--- src/rtl/pk16_pkg.sv ---
package pk16_pkg;
  localparam int OPC_W = 10;

  localparam logic [OPC_W-1:0] OP_MAD_S = 10'h380;
  localparam logic [OPC_W-1:0] OP_MUL_LO = 10'h381;
  localparam logic [OPC_W-1:0] OP_ADD_S = 10'h382;
  localparam logic [OPC_W-1:0] OP_SUB_S = 10'h383;
  localparam logic [OPC_W-1:0] OP_SHL = 10'h384;
  localparam logic [OPC_W-1:0] OP_SHR = 10'h385;
  localparam logic [OPC_W-1:0] OP_ASR = 10'h386;
  localparam logic [OPC_W-1:0] OP_MAX_S = 10'h387;
  localparam logic [OPC_W-1:0] OP_MIN_S = 10'h388;
  localparam logic [OPC_W-1:0] OP_MAD_U = 10'h389;
  localparam logic [OPC_W-1:0] OP_ADD_U = 10'h38A;
  localparam logic [OPC_W-1:0] OP_SUB_U = 10'h38B;
  localparam logic [OPC_W-1:0] OP_MAX_U = 10'h38C;
  localparam logic [OPC_W-1:0] OP_MIN_U = 10'h38D;

  typedef enum logic [3:0] {
    K_NONE, K_MAD, K_MUL, K_ADD, K_SUB, K_SHL, K_SHR, K_ASR, K_MAX, K_MIN
  } kindT;

  // strobes from control to datapath
  typedef struct packed {
    logic load;
    logic legal;
    kindT kind;
    logic sgn;
    logic sat;
  } ctrlT;
endpackage

--- src/rtl/pk16_ctrl.sv ---
module pk16_ctrl
  import pk16_pkg::*;
(
  input  logic             inValid,
  input  logic [OPC_W-1:0] opcode,
  input  logic             clampEn,
  output ctrlT             ctrl
);
  kindT kind;
  logic sgn;
  logic legal;

  always_comb begin
    kind  = K_NONE;
    sgn   = 1'b0;
    legal = 1'b1;
    unique case (opcode)
      OP_MAD_S:  begin kind = K_MAD; sgn = 1'b1; end
      OP_MUL_LO: kind = K_MUL;
      OP_ADD_S:  begin kind = K_ADD; sgn = 1'b1; end
      OP_SUB_S:  begin kind = K_SUB; sgn = 1'b1; end
      OP_SHL:    kind = K_SHL;
      OP_SHR:    kind = K_SHR;
      OP_ASR:    kind = K_ASR;
      OP_MAX_S:  begin kind = K_MAX; sgn = 1'b1; end
      OP_MIN_S:  begin kind = K_MIN; sgn = 1'b1; end
      OP_MAD_U:  kind = K_MAD;
      OP_ADD_U:  kind = K_ADD;
      OP_SUB_U:  kind = K_SUB;
      OP_MAX_U:  kind = K_MAX;
      OP_MIN_U:  kind = K_MIN;
      default:   legal = 1'b0;
    endcase
  end

  always_comb begin
    ctrl.load  = inValid;
    ctrl.legal = legal;
    ctrl.kind  = kind;
    ctrl.sgn   = sgn;
    ctrl.sat   = clampEn & ((kind == K_ADD) | (kind == K_SUB) | (kind == K_MAD));
  end
endmodule

--- src/rtl/pk16_dp.sv ---
module pk16_dp
  import pk16_pkg::*;
#(
  parameter int LANE_W = 16
) (
  input  logic                clk,
  input  logic                rst_n,
  input  ctrlT                ctrl,
  input  logic [2*LANE_W-1:0] srcA,
  input  logic [2*LANE_W-1:0] srcB,
  input  logic [2*LANE_W-1:0] srcC,
  input  logic [2:0]          selLo,
  input  logic [2:0]          selHi,
  output logic [2*LANE_W-1:0] result,
  output logic                outValid,
  output logic                illegal
);
  localparam int LANES = 2;
  localparam int NSRC  = 3;
  localparam int DW    = LANES * LANE_W;
  localparam int WW    = 2 * LANE_W + 2;
  localparam int SH_W  = $clog2(LANE_W);

  localparam logic signed [WW-1:0] S_MAX = {{(WW-LANE_W+1){1'b0}}, {(LANE_W-1){1'b1}}};
  localparam logic signed [WW-1:0] S_MIN = {{(WW-LANE_W+1){1'b1}}, {(LANE_W-1){1'b0}}};
  localparam logic signed [WW-1:0] U_MAX = {{(WW-LANE_W){1'b0}}, {LANE_W{1'b1}}};
  localparam logic signed [WW-1:0] U_MIN = '0;

  logic [DW-1:0]     src [NSRC];
  logic [LANE_W-1:0] opnd [LANES][NSRC];
  logic [LANE_W-1:0] laneOut [LANES];

  assign src[0] = srcA;
  assign src[1] = srcB;
  assign src[2] = srcC;

  for (genvar l = 0; l < LANES; l++) begin : g_lane
    for (genvar s = 0; s < NSRC; s++) begin : g_src
      logic pickHi;
      assign pickHi     = (l == 0) ? selLo[s] : selHi[s];
      assign opnd[l][s] = pickHi ? src[s][DW-1:LANE_W] : src[s][LANE_W-1:0];
    end

    logic [LANE_W-1:0]      a, b, c;
    logic signed [WW-1:0]   wa, wb, wc, wide;
    logic signed [WW-1:0]   hiLim, loLim;
    logic [SH_W-1:0]        amt;
    logic [LANE_W-1:0]      shOut, lres;

    assign a   = opnd[l][0];
    assign b   = opnd[l][1];
    assign c   = opnd[l][2];
    assign amt = a[SH_W-1:0];
    assign wa  = {{(WW-LANE_W){ctrl.sgn & a[LANE_W-1]}}, a};
    assign wb  = {{(WW-LANE_W){ctrl.sgn & b[LANE_W-1]}}, b};
    assign wc  = {{(WW-LANE_W){ctrl.sgn & c[LANE_W-1]}}, c};
    assign hiLim = ctrl.sgn ? S_MAX : U_MAX;
    assign loLim = ctrl.sgn ? S_MIN : U_MIN;

    always_comb begin
      unique case (ctrl.kind)
        K_MAD:   wide = wa * wb + wc;
        K_MUL:   wide = wa * wb;
        K_ADD:   wide = wa + wb;
        K_SUB:   wide = wa - wb;
        default: wide = '0;
      endcase
    end

    always_comb begin
      unique case (ctrl.kind)
        K_SHL:   shOut = b << amt;
        K_SHR:   shOut = b >> amt;
        K_ASR:   shOut = $signed(b) >>> amt;
        default: shOut = '0;
      endcase
    end

    always_comb begin
      unique case (ctrl.kind)
        K_SHL, K_SHR, K_ASR: lres = shOut;
        K_MAX:   lres = (wa > wb) ? a : b;
        K_MIN:   lres = (wa < wb) ? a : b;
        default: begin
          if (ctrl.sat && (wide > hiLim))      lres = hiLim[LANE_W-1:0];
          else if (ctrl.sat && (wide < loLim)) lres = loLim[LANE_W-1:0];
          else                                 lres = wide[LANE_W-1:0];
        end
      endcase
    end

    assign laneOut[l] = lres;
  end

  always_ff @(posedge clk) begin
    if (!rst_n) begin
      result   <= '0;
      outValid <= 1'b0;
      illegal  <= 1'b0;
    end else begin
      outValid <= ctrl.load;
      illegal  <= ctrl.load & ~ctrl.legal;
      if (ctrl.load) result <= ctrl.legal ? {laneOut[1], laneOut[0]} : '0;
    end
  end
endmodule

--- src/rtl/pk16_alu.sv ---
module pk16_alu
  import pk16_pkg::*;
#(
  parameter int LANE_W = 16
) (
  input  logic                clk,
  input  logic                rst_n,
  input  logic                inValid,
  input  logic [OPC_W-1:0]    opcode,
  input  logic [2*LANE_W-1:0] srcA,
  input  logic [2*LANE_W-1:0] srcB,
  input  logic [2*LANE_W-1:0] srcC,
  input  logic [2:0]          selLo,
  input  logic [2:0]          selHi,
  input  logic                clampEn,
  output logic [2*LANE_W-1:0] result,
  output logic                outValid,
  output logic                illegal
);
  ctrlT ctrl;

  pk16_ctrl u_ctrl (
    .inValid (inValid),
    .opcode  (opcode),
    .clampEn (clampEn),
    .ctrl    (ctrl)
  );

  pk16_dp #(.LANE_W(LANE_W)) u_dp (
    .clk      (clk),
    .rst_n    (rst_n),
    .ctrl     (ctrl),
    .srcA     (srcA),
    .srcB     (srcB),
    .srcC     (srcC),
    .selLo    (selLo),
    .selHi    (selHi),
    .result   (result),
    .outValid (outValid),
    .illegal  (illegal)
  );
endmodule

--- config.mk ---
export PLATFORM = sky130hd
export DESIGN_NAME = pk16_alu
export DESIGN_NICKNAME = d
export VERILOG_FILES = /design/src/rtl/pk16_pkg.sv /design/src/rtl/pk16_ctrl.sv /design/src/rtl/pk16_dp.sv /design/src/rtl/pk16_alu.sv
export SDC_FILE = /design/constraint.sdc
export NUM_CORES = 2
export LEC_CHECK = 0
export BUFFER_PORTS_ARGS = -buffer_cell sky130_fd_sc_hd__buf_2
export CORE_MARGIN = 8
export CORE_UTILIZATION = 55
export CTS_CLUSTER_SIZE = 8
export DETAILED_ROUTE_END_ITERATION = 10
export PLACE_DENSITY = 0.73
export SKIP_CTS_REPAIR_TIMING = 1
export SLEW_MARGIN = 20
export SYNTH_ARGS = -nofsm -noshare
export SYNTH_HDL_FRONTEND = slang
export SYNTH_HIERARCHICAL = 1
export SYNTH_SLANG_ARGS = --single-unit
--- constraint.sdc ---
create_clock -name clk -period 14.4 [get_ports clk]
set_clock_uncertainty 0.1 [all_clocks]
set_input_delay 0.72 -clock clk [delete_from_list [all_inputs] [get_ports clk]]
set_output_delay 0.72 -clock clk [all_outputs]
set_load 0.01 [all_outputs]
Word level (Yosys, flattened, before mapping)
Index checks and enable logic that the tools add are counted.
{"block": "op_classes", "n_addsub": 6, "mul": 2, "order_cmp": 8, "n_eq_ne": 23, "shifts": 6, "mux": 26, "n_bitwise": 11, "reduce_logical": 12}
{"op": "case mux 34 bit (4 select lines)", "count": 2}
{"op": "2-to-1 mux 16 bit", "count": 15}
{"op": "case mux 16 bit (3 select lines)", "count": 4}
{"op": "== test 10 bit, second input constant", "count": 14}
{"op": "adder 34 x 17 -> 34 bit", "count": 2}
{"op": "greater-than comparator 34 bit", "count": 2}
{"op": "less-than comparator 34 bit", "count": 2}
{"op": "multiplier 17 x 17 -> 34 bit", "count": 2}
{"op": "adder 17 x 17 -> 18 bit", "count": 2}
{"op": "case mux 4 bit (9 select lines)", "count": 1}
{"op": "subtractor 17 x 17 -> 18 bit", "count": 2}
{"op": "greater-than comparator 17 bit", "count": 2}
{"op": "less-than comparator 17 bit", "count": 2}
{"op": "2-to-1 mux 34 bit", "count": 1}
{"op": "2-to-1 mux 32 bit", "count": 1}
{"op": "left shift 16 x 4 -> 16 bit", "count": 2}
{"op": ">> shifter 16 x 4 -> 16 bit", "count": 2}
{"op": ">>> shifter 16 x 4 -> 16 bit", "count": 2}
{"op": "== test 4 x 3 -> 1 bit, second input constant", "count": 4}
{"op": "OR reduction 14 bit", "count": 1}
{"op": "OR reduction 2 bit", "count": 5}
{"op": "bitwise AND 1 bit", "count": 8}
{"op": "== test 4 x 2 -> 1 bit, second input constant", "count": 2}
{"op": "== test 4 bit, second input constant", "count": 2}
{"op": "other kinds (7)", "count": 12}
{"block": "word_totals", "register_bits": 34, "in_bits": 116, "output_inout_bits": 34}

Longest topological paths before layout
{"block": "logic_depth", "depth_word": 13, "depth_mapped": 51, "depth_no_buf": 48}

By module
Netlist, hierarchy kept.
{"module": "pk16_dp", "instances": 1, "cells_each": 4712, "area_each_um2": 36525.0}
{"module": "pk16_ctrl", "instances": 1, "cells_each": 29, "area_each_um2": 209.0}

Worst setup path after synthesis
No wires, ideal clock.
{"block": "synth_path", "path_kind": "input to register", "start": "input opcode[5]", "end": "register u_dp.result[15]", "arrival_time_ps": 11585, "required_time_ps": 14177, "setup_slack_ps": 2593, "cell_stages": 45, "path_buffers": 2, "cell_sequence": "nor4b_4 nand3_4 a211oi_2 buf_4 clkinv_1 nor2_1 inv_1 clkbuf_1 nor2_1 fa_1 fa_1 fa_1 fa_1 fa_1 inv_1 fa_1 inv_1 ha_1 [... 9 more ...] a21o_1 a221o_1 a31oi_1 and3_1 o31ai_1 xor2_1 a221o_1 ha_1 a21o_1 a211oi_1 nand2_1 a41oi_1 o21ai_0 a21oi_1 o21ai_1 a211o_1 a221oi_1 nor2_1"}
{"block": "synth_via", "elab_chain_len": 13, "word_cells_on_any_way": 60}
{"element": "start, declared", "line_no": "pk16_alu.sv:9", "rtl": "input logic [OPC_W-1:0] opcode,"}
{"element": "== test 10 bit", "line_no": "pk16_ctrl.sv:17", "rtl": "unique case (opcode)"}
{"element": "OR reduction 5 bit (no source line) *"}
{"element": "2-to-1 mux 1 bit *", "line_no": "pk16_ctrl.sv:17"}
{"element": "net u_ctrl.sgn", "line_no": "pk16_ctrl.sv:10", "rtl": "logic sgn;"}
{"element": "bitwise AND 1 bit (on tied branches)", "line_no": "pk16_dp.sv:54, pk16_dp.sv:55"}
{"element": "multiplier 17 x 17 -> 34 bit", "line_no": "pk16_dp.sv:62, pk16_dp.sv:63"}
{"element": "adder 34 x 17 -> 34 bit", "line_no": "pk16_dp.sv:62", "rtl": "K_MAD: wide = wa * wb + wc;"}
{"element": "case mux 34 bit (4 select lines)", "line_no": "pk16_dp.sv:61", "rtl": "unique case (ctrl.kind)"}
{"element": "less-than comparator 34 bit", "line_no": "pk16_dp.sv:86", "rtl": "else if (ctrl.sat && (wide < loLim)) lres = loLim[LANE_W-1:0];"}
{"element": "logical AND 1 bit", "line_no": "pk16_dp.sv:86"}
{"element": "2-to-1 mux 16 bit", "line_no": "pk16_dp.sv:86"}
{"element": "2-to-1 mux 16 bit", "line_no": "pk16_dp.sv:85", "rtl": "if (ctrl.sat && (wide > hiLim)) lres = hiLim[LANE_W-1:0];"}
{"element": "case mux 16 bit (3 select lines) *", "line_no": "pk16_dp.sv:80", "rtl": "unique case (ctrl.kind)"}
{"element": "2-to-1 mux 32 bit *", "line_no": "pk16_dp.sv:103", "rtl": "if (ctrl.load) result <= ctrl.legal ? {laneOut[1], laneOut[0]} : '0;"}
{"element": "end signal, assigned", "line_no": "pk16_dp.sv:103"}
{"element": "end, declared", "line_no": "pk16_dp.sv:14", "rtl": "output logic [2*LANE_W-1:0] result,"}
Mark *: on every way through the listed nets, which the timed path passes. The rest lies on a longest branch.
A chain may end at the register's enable or synchronous reset.

Final worst setup path
{"block": "layout_path", "start": "input selHi[1]", "end": "register u_dp.result[21]"}
{"block": "layout_via", "elab_chain_len": 11, "word_cells_on_any_way": 23}
{"element": "start, declared", "line_no": "pk16_alu.sv:14", "rtl": "input logic [2:0] selHi,"}
{"element": "2-to-1 mux 16 bit *", "line_no": "pk16_dp.sv:41", "rtl": "assign opnd[l][s] = pickHi ? src[s][DW-1:LANE_W] : src[s][LANE_W-1:0];"}
{"element": "bitwise AND 1 bit", "line_no": "pk16_dp.sv:55", "rtl": "assign wb = {{(WW-LANE_W){ctrl.sgn & b[LANE_W-1]}}, b};"}
{"element": "multiplier 17 x 17 -> 34 bit", "line_no": "pk16_dp.sv:62, pk16_dp.sv:63"}
{"element": "adder 34 x 17 -> 34 bit", "line_no": "pk16_dp.sv:62"}
{"element": "case mux 34 bit (4 select lines)", "line_no": "pk16_dp.sv:61"}
{"element": "less-than comparator 34 bit", "line_no": "pk16_dp.sv:86"}
{"element": "logical AND 1 bit", "line_no": "pk16_dp.sv:86"}
{"element": "2-to-1 mux 16 bit", "line_no": "pk16_dp.sv:86"}
{"element": "2-to-1 mux 16 bit", "line_no": "pk16_dp.sv:85"}
{"element": "case mux 16 bit (3 select lines) *", "line_no": "pk16_dp.sv:80"}
{"element": "2-to-1 mux 32 bit *", "line_no": "pk16_dp.sv:103"}
Every way passes the cells marked *; elsewhere a longest branch is shown, timed or not.

==> impl_results.md <==
- Die Y: 274.4 um
- Clock transition at path regs: 0.06 ns
- Crit path DAT: 13.84 ns
- Num rows: 94
- Startpoint types: primary input
- Share of flip-flops with an asynchronous set or reset: 0%
- Sequential area share after synthesis: 1.853%
- Max stage delay on crit path: 0.96 ns
- Cell taking the most area after synthesis: fa_1
- MaxCap Viol Count: 0
- Area delta synth->final: 5.681%
- Root Buffer: clkbuf_16
- Top delay family on crit path: adder cells
- Ys Warns: 6
- Top Ports: 150
- Setup TNS: 0 ns
- Placeable Area: 65980 um2
- Setup violators final: 0
- HPWL Detailed: 113.2 mm
- Status: completed
- I/O Buffers: 149
- Synthesis-stage register bit count: 34
- Tcrit/Tclk final: 95.56%
- Gate Count Post-Synth: 4741
- First-pass GRT wire length: 214.0 mm
- Pin count of the biggest net entering global routing: 57
- CTS buffer count: 5
- Worst skew pair latency: 0.28 ns
- Achievable frequency: 72.67 MHz
- GR Overflow Total: 0
- H-tree levels: 2
- Worst slew pin tran: 1.242 ns
- Crit Path Max Fanout: 16
- Top-area cell type share of the netlist area: 32.59%
- Netlist cell types: 104
- Die X-Extent: 274.4 um
- Initial core utilization: 55.67%
- Max Slew Vio Count: 0
- Routed wire length: 140.7 mm
- Top post-synthesis cells by area: fa_1 (33%), ha_1 (12%), inv_1 (7.5%), nor2_1 (5.8%), nand2_1 (5.3%)
- Crit path max-delay cell type: mux2i_1
- Max-slew headroom: 17.23%
- Hold Crit Class: register to register
- Routability-driven placement congestion ratio: 1.035
- Final Hold Viols: 0
- Top post-synthesis cells by count: inv_1 (736), fa_1 (598), nor2_1 (566)
- Layout cells sized above 1: 7.928%
- Die area: 75310 um2
- RSZ-0062 raised after global routing: no
- Syn_area_per_cell: 7.748 um2
- Worst EP required: 14.48 ns
- Most common cell in the netlist: inv_1
- CP Capture Type: register
- Layout net count: 5831
- Initial DRC count: 4803
- Final core utilization: 58.84%
- Drt wl/cell: 24.95 um
- CTS Buffer Depth: 2
- Top_reg_cell synth: dfxtp_1
- CTS sink count: 34
- ANT nets after route: 0
- CTS tree: yes
- Via/cell ratio: 6.455
- Initial antenna violation count: 6
- # fillers: 6059
- Min cycle time layout: 13.76 ns
- Total Routing Usage GR: 37.11%
- Vias in the first global route: 35200
- First-pass detailed-route iteration total: 7
- DRC Markers: 0
- Post-synth EDFFs: 0
- Via count: 36400
- Critical path class: primary input to register
- Syn Nets: 5805
- Buf/Inv on CP: 6
- Post-Synthesis Cell Area: 36730 um2
[stage by stage]
| step | std cells | worst slack (ns) | hold WS, ns | instance area (um2) |
|---|---|---|---|---|
| after CTS | 5631 | 1.558 | 0.3441 | 38790 |
| after floorplan | 4741 | 2.593 | 0.3625 | 36730 |
| after global placement | 5622 | 0.5090 | 0.3297 | 38580 |
| final | 5638 | 0.6395 | 0.3411 | 38820 |
| after detailed placement | 5623 | 1.335 | 0.3365 | 38620 |
| after global routing | 5633 | 0.7080 | 0.3674 | 38810 |
[layout by cell type (no fill, tap or decap), types with 15 or more instances in the layout]
| cell type | count |
|---|---|
| inv_1 | 736 |
| fa_1 | 598 |
| nor2_1 | 564 |
| nand2_1 | 515 |
| ha_1 | 350 |
| a21oi_1 | 279 |
| o21ai_0 | 217 |
| buf_2 | 149 |
| buf_4 | 104 |
| xnor2_1 | 100 |
| a211oi_1 | 74 |
| nor3_1 | 66 |
| mux2i_1 | 61 |
| xor2_1 | 58 |
| a21o_1 | 58 |
| o211ai_1 | 52 |
| nand3_1 | 43 |
| mux2_2 | 40 |
| nand2b_1 | 40 |
| dfxtp_1 | 34 |
| a31oi_1 | 32 |
| nand4_1 | 28 |
| o21a_1 | 26 |
| nor2b_1 | 25 |
| clkinv_1 | 24 |
| a22oi_1 | 22 |
| and3_1 | 22 |
| o221ai_1 | 22 |
| nor4_1 | 21 |
| o21ai_1 | 18 |
| and2_1 | 18 |
| o31ai_1 | 17 |
| a32o_1 | 17 |
| a221o_1 | 17 |
| o2111ai_1 | 16 |
| or3_1 | 16 |
| o22ai_1 | 16 |
| nor3b_1 | 15 |
[sequential cells by signal, indices dropped and copies added (netlist names)]
register / count
u_dp/outValid: 1
u_dp/illegal: 1
u_dp/result: 32
[cell type report]
type	count	area, um2	share of cell area, %
clock inverters	3	45.04	0.1160
multi-input cells	3710	32470	83.65
flip-flops and latches	34	680.7	1.753
repair buffers	255	1545	3.980
clock buffers	5	125.1	0.3223
well taps	864	1081	2.785
diodes	6	15.01	0.03868
inverters	761	2856	7.358
[path summary, 6_finish.rpt]
kind                                       from         endpoint  slack (ns)  cells past startpoint
worst max-delay path                   selHi[1]  u_dp/result[21]        0.64                     36
worst max register to register  u_dp/result[15]  u_dp/result[15]       13.51                      2
worst min-delay path             u_dp/result[3]   u_dp/result[3]        0.34                      2
worst min register to register   u_dp/result[3]   u_dp/result[3]        0.34                      2
[per-layer routing]
layer / up-vias / share of wire, % / track usage [%]
met5: - / 0.019 / 0
li1: 15820 / - / -
met4: 4 / 6.2 / 18.20
met1: 17420 / 39 / 50.77
met2: 2613 / 40 / 52.19
met3: 534 / 15 / 12.27
[worst register-to-register path, cell delays in order (launching register included)]
cell and delay (ns):
dfxtp_1 0.33, a221oi_1 0.27, nor2_1 0.07
[cell families (layout without fill, tap and decap cells)]
| family | count (synthesis) | in the layout | share of synthesized area (%) |
|---|---|---|---|
| multiplexers | 123 | 123 | 3.488 |
| adder cells (fa/ha/maj) | 948 | 948 | 44.51 |
| flip-flops | 34 | 34 | 1.853 |
| buffers and inverters | 997 | 1024 | 10.32 |
| AND/OR/NAND/NOR | 1446 | 1446 | 17.44 |
| XOR/XNOR | 159 | 159 | 3.828 |
| other | 0 | 6 | 0 |
| AO/OA/AOI/OAI | 1034 | 1034 | 18.56 |
Power is not shown: default switching activity piles up to over one toggle a cycle in this logic, so the estimate is an artifact.
